<file path="src/rtl/irq_pkg.sv">
package irq_pkg;
    parameter int unsigned NUM_RS   = 3;
    parameter int unsigned VEC_W    = 8;
    parameter int unsigned VEC_BASE = 8'h2C;
    parameter int unsigned VEC_STEP = 8;

    typedef struct packed {
        logic             ext;
        logic [VEC_W-1:0] vec;
    } pick_t;

    typedef struct packed {
        logic             busy;
        logic             ext;
        logic [VEC_W-1:0] vec;
    } take_t;

    function automatic logic [VEC_W-1:0] rs_vector(input int unsigned idx);
        return VEC_W'(VEC_BASE + idx * VEC_STEP);
    endfunction
endpackage

</file>
<file path="src/rtl/irq_edge_latch.sv">
module irq_edge_latch (
    input  logic clk,
    input  logic rst,
    input  logic level,
    input  logic clr,
    output logic held
);
    logic prev_q;

    always_ff @(posedge clk) begin
        if (rst) begin
            prev_q <= 1'b0;
            held   <= 1'b0;
        end else begin
            prev_q <= level;
            if (level && !prev_q)
                held <= 1'b1;
            else if (clr)
                held <= 1'b0;
        end
    end

    p_edge_caught_r5: assert property (@(posedge clk) disable iff (rst)
        $rose(level) |=> held);
endmodule

</file>
<file path="src/rtl/irq_prio_pick.sv">
module irq_prio_pick
    import irq_pkg::*;
(
    input  logic [NUM_RS-1:0] rs_live,
    input  logic              gen_live,
    output logic              any,
    output pick_t             pick,
    output logic [NUM_RS-1:0] grant
);
    always_comb begin
        grant    = '0;
        pick.ext = gen_live;
        pick.vec = '0;
        for (int i = 0; i < NUM_RS; i++) begin
            if (rs_live[i]) begin
                grant    = '0;
                grant[i] = 1'b1;
                pick.ext = 1'b0;
                pick.vec = rs_vector(i);
            end
        end
        any = (|rs_live) | gen_live;
    end

    always_comb begin
        p_one_grant_r3: assert ($onehot0(grant));
        p_rs_over_gen_r3: assert (!(pick.ext && (|grant)));
    end
endmodule

</file>
<file path="src/rtl/irq_arbiter.sv">
module irq_arbiter
    import irq_pkg::*;
(
    input  logic              clk,
    input  logic              rst,
    input  logic              gen_req,
    input  logic [NUM_RS-1:0] rs_req,
    input  logic              sample_pt,
    input  logic              in_hold,
    input  logic              in_halt,
    input  logic              sw_enable,
    input  logic              sw_disable,
    input  logic              mask_wr,
    input  logic [NUM_RS-1:0] mask_data,
    input  logic              mask_clr_hi,
    input  logic              core_rd,
    output logic              rd_out,
    output logic              ack_strobe,
    output logic              pc_inhibit,
    output logic              ext_fetch,
    output logic              vec_valid,
    output logic [VEC_W-1:0]  vec_addr
);
    localparam int unsigned TOP = NUM_RS - 1;

    logic              en_q;
    logic [NUM_RS-1:0] mask_q;
    logic [NUM_RS-1:0] rs_src;
    logic [NUM_RS-1:0] rs_live;
    logic [NUM_RS-1:0] grant;
    logic              any;
    pick_t             pick;
    take_t             take_q;
    logic              rd_q;
    logic              sample_any;
    logic              accept;
    logic              fetch_end;
    logic              hi_clr;

    genvar g;
    generate
        for (g = 0; g < NUM_RS; g++) begin : g_src
            if (g == TOP) begin : g_edge
                irq_edge_latch u_latch (
                    .clk   (clk),
                    .rst   (rst),
                    .level (rs_req[g]),
                    .clr   (hi_clr),
                    .held  (rs_src[g])
                );
            end else begin : g_level
                assign rs_src[g] = rs_req[g];
            end
        end
    endgenerate

    assign rs_live = rs_src & ~mask_q;

    irq_prio_pick u_pick (
        .rs_live  (rs_live),
        .gen_live (gen_req),
        .any      (any),
        .pick     (pick),
        .grant    (grant)
    );

    assign sample_any = sample_pt | in_hold | in_halt;
    assign accept     = sample_any & en_q & ~take_q.busy & any;
    assign fetch_end  = rd_q & ~core_rd;
    assign hi_clr     = (accept & grant[TOP]) | (mask_wr & mask_clr_hi);

    always_ff @(posedge clk) begin
        if (rst) begin
            en_q   <= 1'b0;
            mask_q <= '1;
            take_q <= '0;
            rd_q   <= 1'b0;
        end else begin
            rd_q <= core_rd;
            if (accept)
                en_q <= 1'b0;
            else if (sw_disable)
                en_q <= 1'b0;
            else if (sw_enable)
                en_q <= 1'b1;
            if (mask_wr)
                mask_q <= mask_data;
            if (accept) begin
                take_q.busy <= 1'b1;
                take_q.ext  <= pick.ext;
                take_q.vec  <= pick.vec;
            end else if (fetch_end) begin
                take_q <= '0;
            end
        end
    end

    assign pc_inhibit = take_q.busy;
    assign ext_fetch  = take_q.busy & take_q.ext;
    assign vec_valid  = take_q.busy & ~take_q.ext;
    assign vec_addr   = vec_valid ? take_q.vec : '0;
    assign ack_strobe = core_rd & ext_fetch;
    assign rd_out     = core_rd & ~ext_fetch;

    p_no_take_outside_r2: assert property (@(posedge clk) disable iff (rst)
        !sample_any |=> !$rose(pc_inhibit));
    p_mask_load_r4: assert property (@(posedge clk) disable iff (rst)
        mask_wr |=> mask_q == $past(mask_data));
    p_accept_clears_en_r6: assert property (@(posedge clk) disable iff (rst)
        accept |=> !en_q);
    p_strobe_split_r8: assert property (@(posedge clk) disable iff (rst)
        !(ack_strobe && rd_out));
    p_result_kind_r9: assert property (@(posedge clk) disable iff (rst)
        !(vec_valid && ext_fetch));
    p_busy_holds_r10: assert property (@(posedge clk) disable iff (rst)
        (pc_inhibit && !fetch_end) |=> (pc_inhibit && $stable(vec_addr) && $stable(ext_fetch)));
    p_inhibit_drop_r7: assert property (@(posedge clk) disable iff (rst)
        (pc_inhibit && fetch_end) |=> !pc_inhibit);
endmodule

</file>
<file path="config.mk">
export PLATFORM = sky130hd
export DESIGN_NAME = irq_arbiter
export DESIGN_NICKNAME = d
export VERILOG_FILES = /design/src/rtl/irq_pkg.sv /design/src/rtl/irq_edge_latch.sv /design/src/rtl/irq_prio_pick.sv /design/src/rtl/irq_arbiter.sv
export SDC_FILE = /design/constraint.sdc
export NUM_CORES = 1
export LEC_CHECK = 0
export ABC_AREA = 1
export BUFFER_PORTS_ARGS = -buffer_cell sky130_fd_sc_hd__buf_4
export CAP_MARGIN = 30
export CELL_PAD_IN_SITES_DETAIL_PLACEMENT = 0
export CELL_PAD_IN_SITES_GLOBAL_PLACEMENT = 1
export CORE_MARGIN = 2
export CORE_UTILIZATION = 32
export CTS_BUF_LIST = sky130_fd_sc_hd__clkbuf_16
export DETAILED_ROUTE_END_ITERATION = 7
export PLACE_DENSITY_LB_ADDON = 0.25
export SLEW_MARGIN = 20
export SYNTH_ARGS = -nofsm -noshare
export SYNTH_HDL_FRONTEND = slang
export SYNTH_SLANG_ARGS = --single-unit
</file>
<file path="constraint.sdc">
create_clock -name clk -period 3 [get_ports clk]
set_input_delay 0.15 -clock clk [delete_from_list [all_inputs] [get_ports clk]]
set_output_delay 0.15 -clock clk [all_outputs]
set_load 0.05 [all_outputs]
</file>
==> results of run 1 <==
-- final cells by class --
class | instances | area share [%]
multi-input cells | 58 | 33.1
repair buffers | 25 | 20.9
inverters | 16 | 6.69
well taps | 27 | 3.77
clock buffers | 3 | 8.37
clock inverters | 1 | 0.418
flip-flops and latches | 12 | 26.8
-- power groups by stage --
stage	clock network (mW)	registers [mW]	logic, mW
CTS	0.248	0.172	0.0723
floorplan	0	0.176	0.0480
global placement	0	0.174	0.0718
global route	0.257	0.172	0.0793
finish	0.241	0.172	0.0715
detailed placement	0	0.174	0.0722
-- worst min path at each step --
stage | from | endpoint | slack, ps | cells past startpoint
final | sw_disable | en_q | 80 | 2
after global routing | sw_disable | en_q | 70 | 2
after CTS | sw_disable | en_q | 70 | 2
after detailed placement | sw_disable | en_q | 320 | 2
after global placement | sw_disable | en_q | 310 | 2
after floorplan | sw_disable | en_q | 230 | 1
-- sequential cells by signal, summed over array words and instances (netlist names) --
register	cells
pc_inhibit	1
take_q	4
en_q	1
g_src.g_edge.u_latch.held	1
mask_q	3
g_src.g_edge.u_latch.prev_q	1
rd_q	1
-- cells in the final DEF (no fill, tap or decap), types with 2 or more instances in the layout --
| cell type | n |
|---|---|
| buf_4 | 25 |
| dfxtp_1 | 12 |
| o21ai_0 | 5 |
| nor2_1 | 11 |
| conb_1 | 4 |
| a21oi_1 | 7 |
| nand3_1 | 2 |
| nand4_1 | 3 |
| clkbuf_16 | 3 |
| inv_1 | 15 |
| nand2_2 | 4 |
| nand2_1 | 15 |
-- metal layers --
metal  up-vias  routed length, um
li1        325                  -
met1       255                595
met2        16                585
met3         0                 69
met4         0                  0
met5         -                  0
-- worst reg2reg max path: stages, from the launching register on --
cell and delay (ps):
dfxtp_1 330, inv_2 70, nand2_2 70, a21oi_4 160, o21ai_0 140, o21ai_1 150
nand2_1 60
-- logic make-up (layout without fill, tap and decap cells) --
logic type | Yosys count | count (layout) | share of synthesized area [%]
buf+inv | 22 | 45 | 16.3
compound gates | 16 | 16 | 15.3
simple gates | 38 | 38 | 29.5
other cells | 1 | 4 | 0.597
flops | 12 | 12 | 38.2
==> flow_metrics.py, run 1 <==
metrics = {
    "run_status": {
        "status": "complete, no violations",
    },
    "layout": {
        "fillCellCount": 217,
        "seqCellArea_um2": 240,
        "finalCoreUtilization_pct": 47.2,
        "drive_gt1_share_pct": 32.2,
        "synthToLayoutAreaGrowth_pct": 42.8,
        "finalNonFillerCells": 142,
        "diodes": 0,
        "multi_input_area_um2": 297,
        "nNetsFinal": 133,
        "final_area_um2": 897,
    },
    "cts": {
        "cts_buffers": 3,
        "hold_buffers": 0,
        "cts_setup_buffers": 0,
        "cts_htree_levels": 1,
        "cts_root_buf": "clkbuf_16",
        "worst_skew_pair.late_latency_ps": 240,
        "cts_resized": 0,
        "ctsLongestPathBuffers": 2,
        "cts.sinks": 12,
        "clkSlewWorstSetupHoldPaths_ps": 40,
        "cts_tree": "built",
    },
    "worst_setup_path": {
        "reg2reg_slack_ps": 1910,
        "worstSetupStartpoint": "pc_inhibit",
        "crit_family": "flip-flops",
        "cp-start-kind": "register",
        "cp_num_buf_inv": 3,
        "crit_cells": 5,
        "r2r_end": "g_src[2].g_edge.u_latch.held",
        "cp-endpoint": "vec_addr[2]",
        "cp-end-kind": "output pin",
        "worst-setup-path-type": "reg2out",
        "reg2reg_depth": 6,
        "required_ps": 2850,
        "cp_slowest_cell": "dfxtp_1",
        "crit_chain": "inv_2, nor2_1, inv_1, nor2_1, buf_4",
        "critical_path.most_common_cell": "nor2_1",
        "crit_path_max_incr_delay_ps": 380,
        "r2r_start": "pc_inhibit",
        "crit_fanout": 4,
        "critPathArrivalTime_ps": 1220,
    },
    "sta": {
        "setup_tns_ps": 0,
        "hold_viol_final": 0,
        "final-max-slew-violation-count": 0,
        "rsz0062_at_grt": "false",
        "fin_ws_ps": 1630,
        "fin_hold_ws_ps": 75.5,
        "period_share_pct": 45.7,
        "layout_min_cycle_time_ps": 1370,
        "max_freq_mhz": 729,
        "clock_skew_ps": 4.87,
        "setup_viol": 0,
    },
    "synthesis": {
        "synth_top_area_share_pct": 38.2,
        "syn_inst": 89,
        "synth_seq_cells": 12,
        "ys_types": 20,
        "synth_common_cells": "15 x inv_1, 15 x nand2_1, 12 x dfxtp_1, 11 x nor2_1, 7 x a21oi_1",
        "yosysWarningCount": 0,
        "syn_area_um2": 628,
        "synthArstFlopShare_pct": 0,
        "seq_area_frac_synth_pct": 38.2,
        "synth_area_leaders": "dfxtp_1 38%, inv_1 9.0%, nand2_1 9.0%",
        "syn_avg_cell_area_um2": 7.06,
        "synth_edf_count": 0,
        "synth_top_area_cell": "dfxtp_1",
        "ys.flop_type": "dfxtp_1",
    },
    "detailed_routing": {
        "ant_nets": 0,
        "drtIter0Drc": 2,
        "routed_wl_mm": 1.25,
        "post_drt_via_cell_ratio": 4.20,
        "dr.pass1.iters": 4,
        "avgRoutedWirePerCell_um": 8.80,
        "vias": 596,
        "drcViolationCount": 0,
    },
    "placement": {
        "place_ws_ps": 1860,
        "hpwl_mm": 1.02,
        "portBuffers": 25,
        "dp.cells": 138,
        "post_dp_cell_area_um2": 818,
        "place.gp.congestion": 0.689,
    },
    "power_and_ir_drop": {
        "power_mw": 0.484,
        "power.leakage_nw": 0.447,
        "swShare_pct": 23.6,
        "seqPwrFrac_pct": 35.5,
        "ir_drop_v": 0.000383,
        "switchingPower_mw": 0.114,
        "powerDensity_mw_per_mm2": 539,
        "comb_power_share_pct": 14.8,
        "p_int_mw": 0.370,
        "clockPowerShare_pct": 49.8,
    },
    "floorplanning": {
        "die_width_um": 48.3,
        "rows": 16,
        "coreArea_mm2": 0.00190,
        "die_area_mm2": 0.00233,
        "io-pin-count": 30,
        "die_h_um": 48.3,
        "initial_core_util_pct": 33.0,
    },
    "global_route": {
        "grt_overflow": 0,
        "use_met1_pct": 15.1,
        "busiest_layer": "met2",
        "grt_pass1_wl_mm": 2.38,
        "grt_pass1_vias": 624,
        "grt_max_degree": 12,
        "use_met2_pct": 21.5,
        "antenna_found_initial": 0,
        "grtUsageMet3_pct": 5.86,
        "grt.total_usage_pct": 12.7,
    },
    "hold_path": {
        "hold_class": "in2reg",
    },
    "run": {
        "drv_cap": 0,
    },
}
(Power assumes the default switching activity.)
==> run 2: changes to the inputs <==
--- a/config.mk
+++ b/config.mk
@@ -5,13 +5,13 @@
 export SDC_FILE = /design/constraint.sdc
 export NUM_CORES = 1
 export LEC_CHECK = 0
-export ABC_AREA = 1
+export ABC_AREA = 0
 export BUFFER_PORTS_ARGS = -buffer_cell sky130_fd_sc_hd__buf_4
 export CAP_MARGIN = 30
 export CELL_PAD_IN_SITES_DETAIL_PLACEMENT = 0
 export CELL_PAD_IN_SITES_GLOBAL_PLACEMENT = 1
 export CORE_MARGIN = 2
-export CORE_UTILIZATION = 32
+export CORE_UTILIZATION = 29
 export CTS_BUF_LIST = sky130_fd_sc_hd__clkbuf_16
 export DETAILED_ROUTE_END_ITERATION = 7
 export PLACE_DENSITY_LB_ADDON = 0.25
==> constraint.sdc (replaced) <==
create_clock -name clk -period 1.2 [get_ports clk]
set_input_delay 0.06 -clock clk [delete_from_list [all_inputs] [get_ports clk]]
set_output_delay 0.06 -clock clk [all_outputs]
set_load 0.05 [all_outputs]
==> run 2 against run 1 <==
Net effect: combinational power grew to 2.9 times the previous value; critical endpoint is now rd_out; sequential power grew to 2.5 times the previous value; critical path type unchanged; global-route usage shrank 0.54 points; count of clock-buffer cells in the layout is the same; highest routed layer is now met4; worst setup slack lost 1600 ps; non-clock buffer count grew 3; sequential share of layout area shrank 2.1 points.
==> flow_metrics.py, run 2 <==
metrics = {
    "sta": {
        "max_freq_mhz": 863,
        "final-max-slew-violation-count": 0,
        "clock_skew_ps": 3.83,
        "period_share_pct": 96.6,
        "hold_viol_final": 0,
        "layout_min_cycle_time_ps": 1160,
        "setup_viol": 0,
    },
    "layout": {
        "final_cell_mix": "23 x buf_4, 9 x dfxtp_1, 7 x nor2b_1",
        "nNetsFinal": 113,
        "diodes": 0,
        "finalCoreUtilization_pct": 46.5,
        "fillCellCount": 221,
        "final_area_um2": 998,
        "final_common_cell": "buf_4",
        "top_register": "take_q",
        "finalNonFillerCells": 123,
        "reg_top3": "take_q (4), mask_q (3)",
        "largest_reg_flops": 4,
        "synthToLayoutAreaGrowth_pct": 54.7,
        "drive_gt1_share_pct": 50.5,
        "multi_input_area_um2": 389,
        "seqCellArea_um2": 246,
    },
    "synthesis": {
        "synth_top_area_share_pct": 37.2,
        "synth_common_cells": "12 x dfxtp_1, 8 x nor2b_1, 5 x buf_4",
        "synthArstFlopShare_pct": 0,
        "syn_inst": 66,
        "yosysWarningCount": 0,
        "synth.most_common_cell": "dfxtp_1",
        "syn_avg_cell_area_um2": 9.78,
        "seq_area_frac_synth_pct": 37.2,
        "synth_top_area_cell": "dfxtp_1",
        "synth_area_leaders": "dfxtp_1 37%, nor2b_1 7.8%, buf_4 5.8%",
        "synth_seq_cells": 12,
        "syn_area_um2": 646,
        "ys_types": 31,
        "ys.flop_type": "dfxtp_1",
        "synth_edf_count": 0,
    },
    "worst_setup_path": {
        "crit_cells": 3,
        "r2r_start": "mask_q[1]",
        "crit_chain": "and2_2, nor2b_4, buf_4",
        "cp_num_buf_inv": 1,
        "required_ps": 1140,
        "worstSetupStartpoint": "pc_inhibit",
        "crit_fanout": 4,
        "crit_path_max_incr_delay_ps": 360,
        "reg2reg_slack_ps": 90,
        "crit_family": "flip-flops",
        "cp-start-kind": "register",
        "cp-endpoint": "rd_out",
        "critPathArrivalTime_ps": 1100,
        "reg2reg_depth": 4,
        "worst-setup-path-type": "reg2out",
        "r2r_end": "en_q",
        "cp_slowest_cell": "dfxtp_4",
        "cp-end-kind": "output pin",
    },
    "floorplanning": {
        "io-pin-count": 30,
        "die_area_mm2": 0.00262,
        "initial_core_util_pct": 30.1,
        "rows": 17,
        "coreArea_mm2": 0.00215,
        "die_width_um": 51.2,
        "die_h_um": 51.2,
    },
    "cts": {
        "cts_root_buf": "clkbuf_16",
        "cts_htree_levels": 1,
        "ctsLongestPathBuffers": 2,
        "worst_skew_pair.late_latency_ps": 240,
        "cts_buffers": 3,
        "cts.sinks": 12,
        "clkSlewWorstSetupHoldPaths_ps": 40,
        "cts_tree": "built",
    },
    "detailed_routing": {
        "avgRoutedWirePerCell_um": 11.0,
        "dr.pass1.iters": 4,
        "ant_nets": 0,
        "post_drt_via_cell_ratio": 4.45,
        "vias": 547,
        "drcViolationCount": 0,
        "drtIter0Drc": 2,
        "routed_wl_mm": 1.36,
    },
    "global_route": {
        "grt_pass1_vias": 540,
        "grt_pass1_wl_mm": 2.33,
        "grt.total_usage_pct": 12.1,
        "grt_overflow": 0,
        "grt_max_degree": 14,
        "antenna_found_initial": 0,
    },
    "hold_path": {
        "hold_class": "in2reg",
    },
    "placement": {
        "dp.cells": 116,
        "portBuffers": 25,
        "place.gp.congestion": 0.665,
        "post_dp_cell_area_um2": 866,
        "hpwl_mm": 1.05,
    },
    "power_and_ir_drop": {
        "power.leakage_nw": 0.431,
        "powerDensity_mw_per_mm2": 1260,
        "ir_drop_v": 0.000932,
    },
    "run_status": {
        "status": "complete, no violations",
    },
    "run": {
        "drv_cap": 0,
    },
}
-- run 2: worst min path at each step --
stage | startpoint | to | slack [ps] | cells after the start
2_1_floorplan | sw_disable | en_q | 130 | 1
3_3_place_gp | sw_disable | en_q | 230 | 2
3_5_place_dp | sw_disable | en_q | 240 | 2
4_1_cts | mask_data[1] | mask_q[1] | 20 | 2
5_1_grt | mask_data[1] | mask_q[1] | 20 | 2
6_report | mask_data[1] | mask_q[1] | 20 | 2
-- run 2: kinds of logic (layout without fill, tap and decap cells) --
logic type | after synthesis | after routing | share of synthesized area (%)
flops | 12 | 12 | 37.2
buf+inv | 8 | 34 | 7.56
compound gates | 13 | 13 | 19.2
simple gates | 31 | 31 | 33.9
other cells | 1 | 4 | 0.581
mux | 1 | 1 | 1.55
-- run 2: per-layer routing --
| metal | wire, um | up-vias | GRT usage [%] |
|---|---|---|---|
| met3 | 114 | 2 | 4.68 |
| met1 | 591 | 241 | 14.5 |
| met5 | 0 | - | 0 |
| met4 | 23 | 0 | 5.41 |
| li1 | - | 282 | - |
| met2 | 628 | 22 | 19.0 |
-- run 2: layout make-up --
cell class	count	area share [%]
clock buffers	3	7.52
clock inverters	1	0.376
inverters	2	1.00
multi-input cells	49	39.0
flip-flops and latches	12	24.7
well taps	28	3.51
repair buffers	28	23.9
-- run 2: where the power goes --
part           internal (mW)  leakage (nW)  switching, mW
clock                  0.439        0.0385          0.176
combinational         0.0943         0.293          0.109
sequential             0.420        0.0997         0.0149
total                  0.953         0.431          0.301
-- run 2: repair_timing --
item	CTS	global route
pin swaps	0	3
hold buffers	1	0
endpoints found under the hold margin	1	0
endpoints found under the setup margin	4	6
gates resized for setup	2	7
buffers inserted	0	2
-- run 2: metrics by stage --
step	power, mW	hold WS, ps	worst slack, ps	TNS, ps
floorplan	0.575	131	-179	-301
detailed placement	0.638	236	58.1	0
finish	1.25	21.2	41.3	0
global placement	0.636	234	104	0
CTS	1.26	18.1	-20.9	-39.7
global route	1.31	23.9	-3.38	-9.54
-- run 2: worst reg2reg max path, delay by kind of cell (launching register included) --
| family | cells | cell delay [ps] |
|---|---|---|
| and+or+nand+nor | 4 | 690 |
| DFF | 1 | 340 |
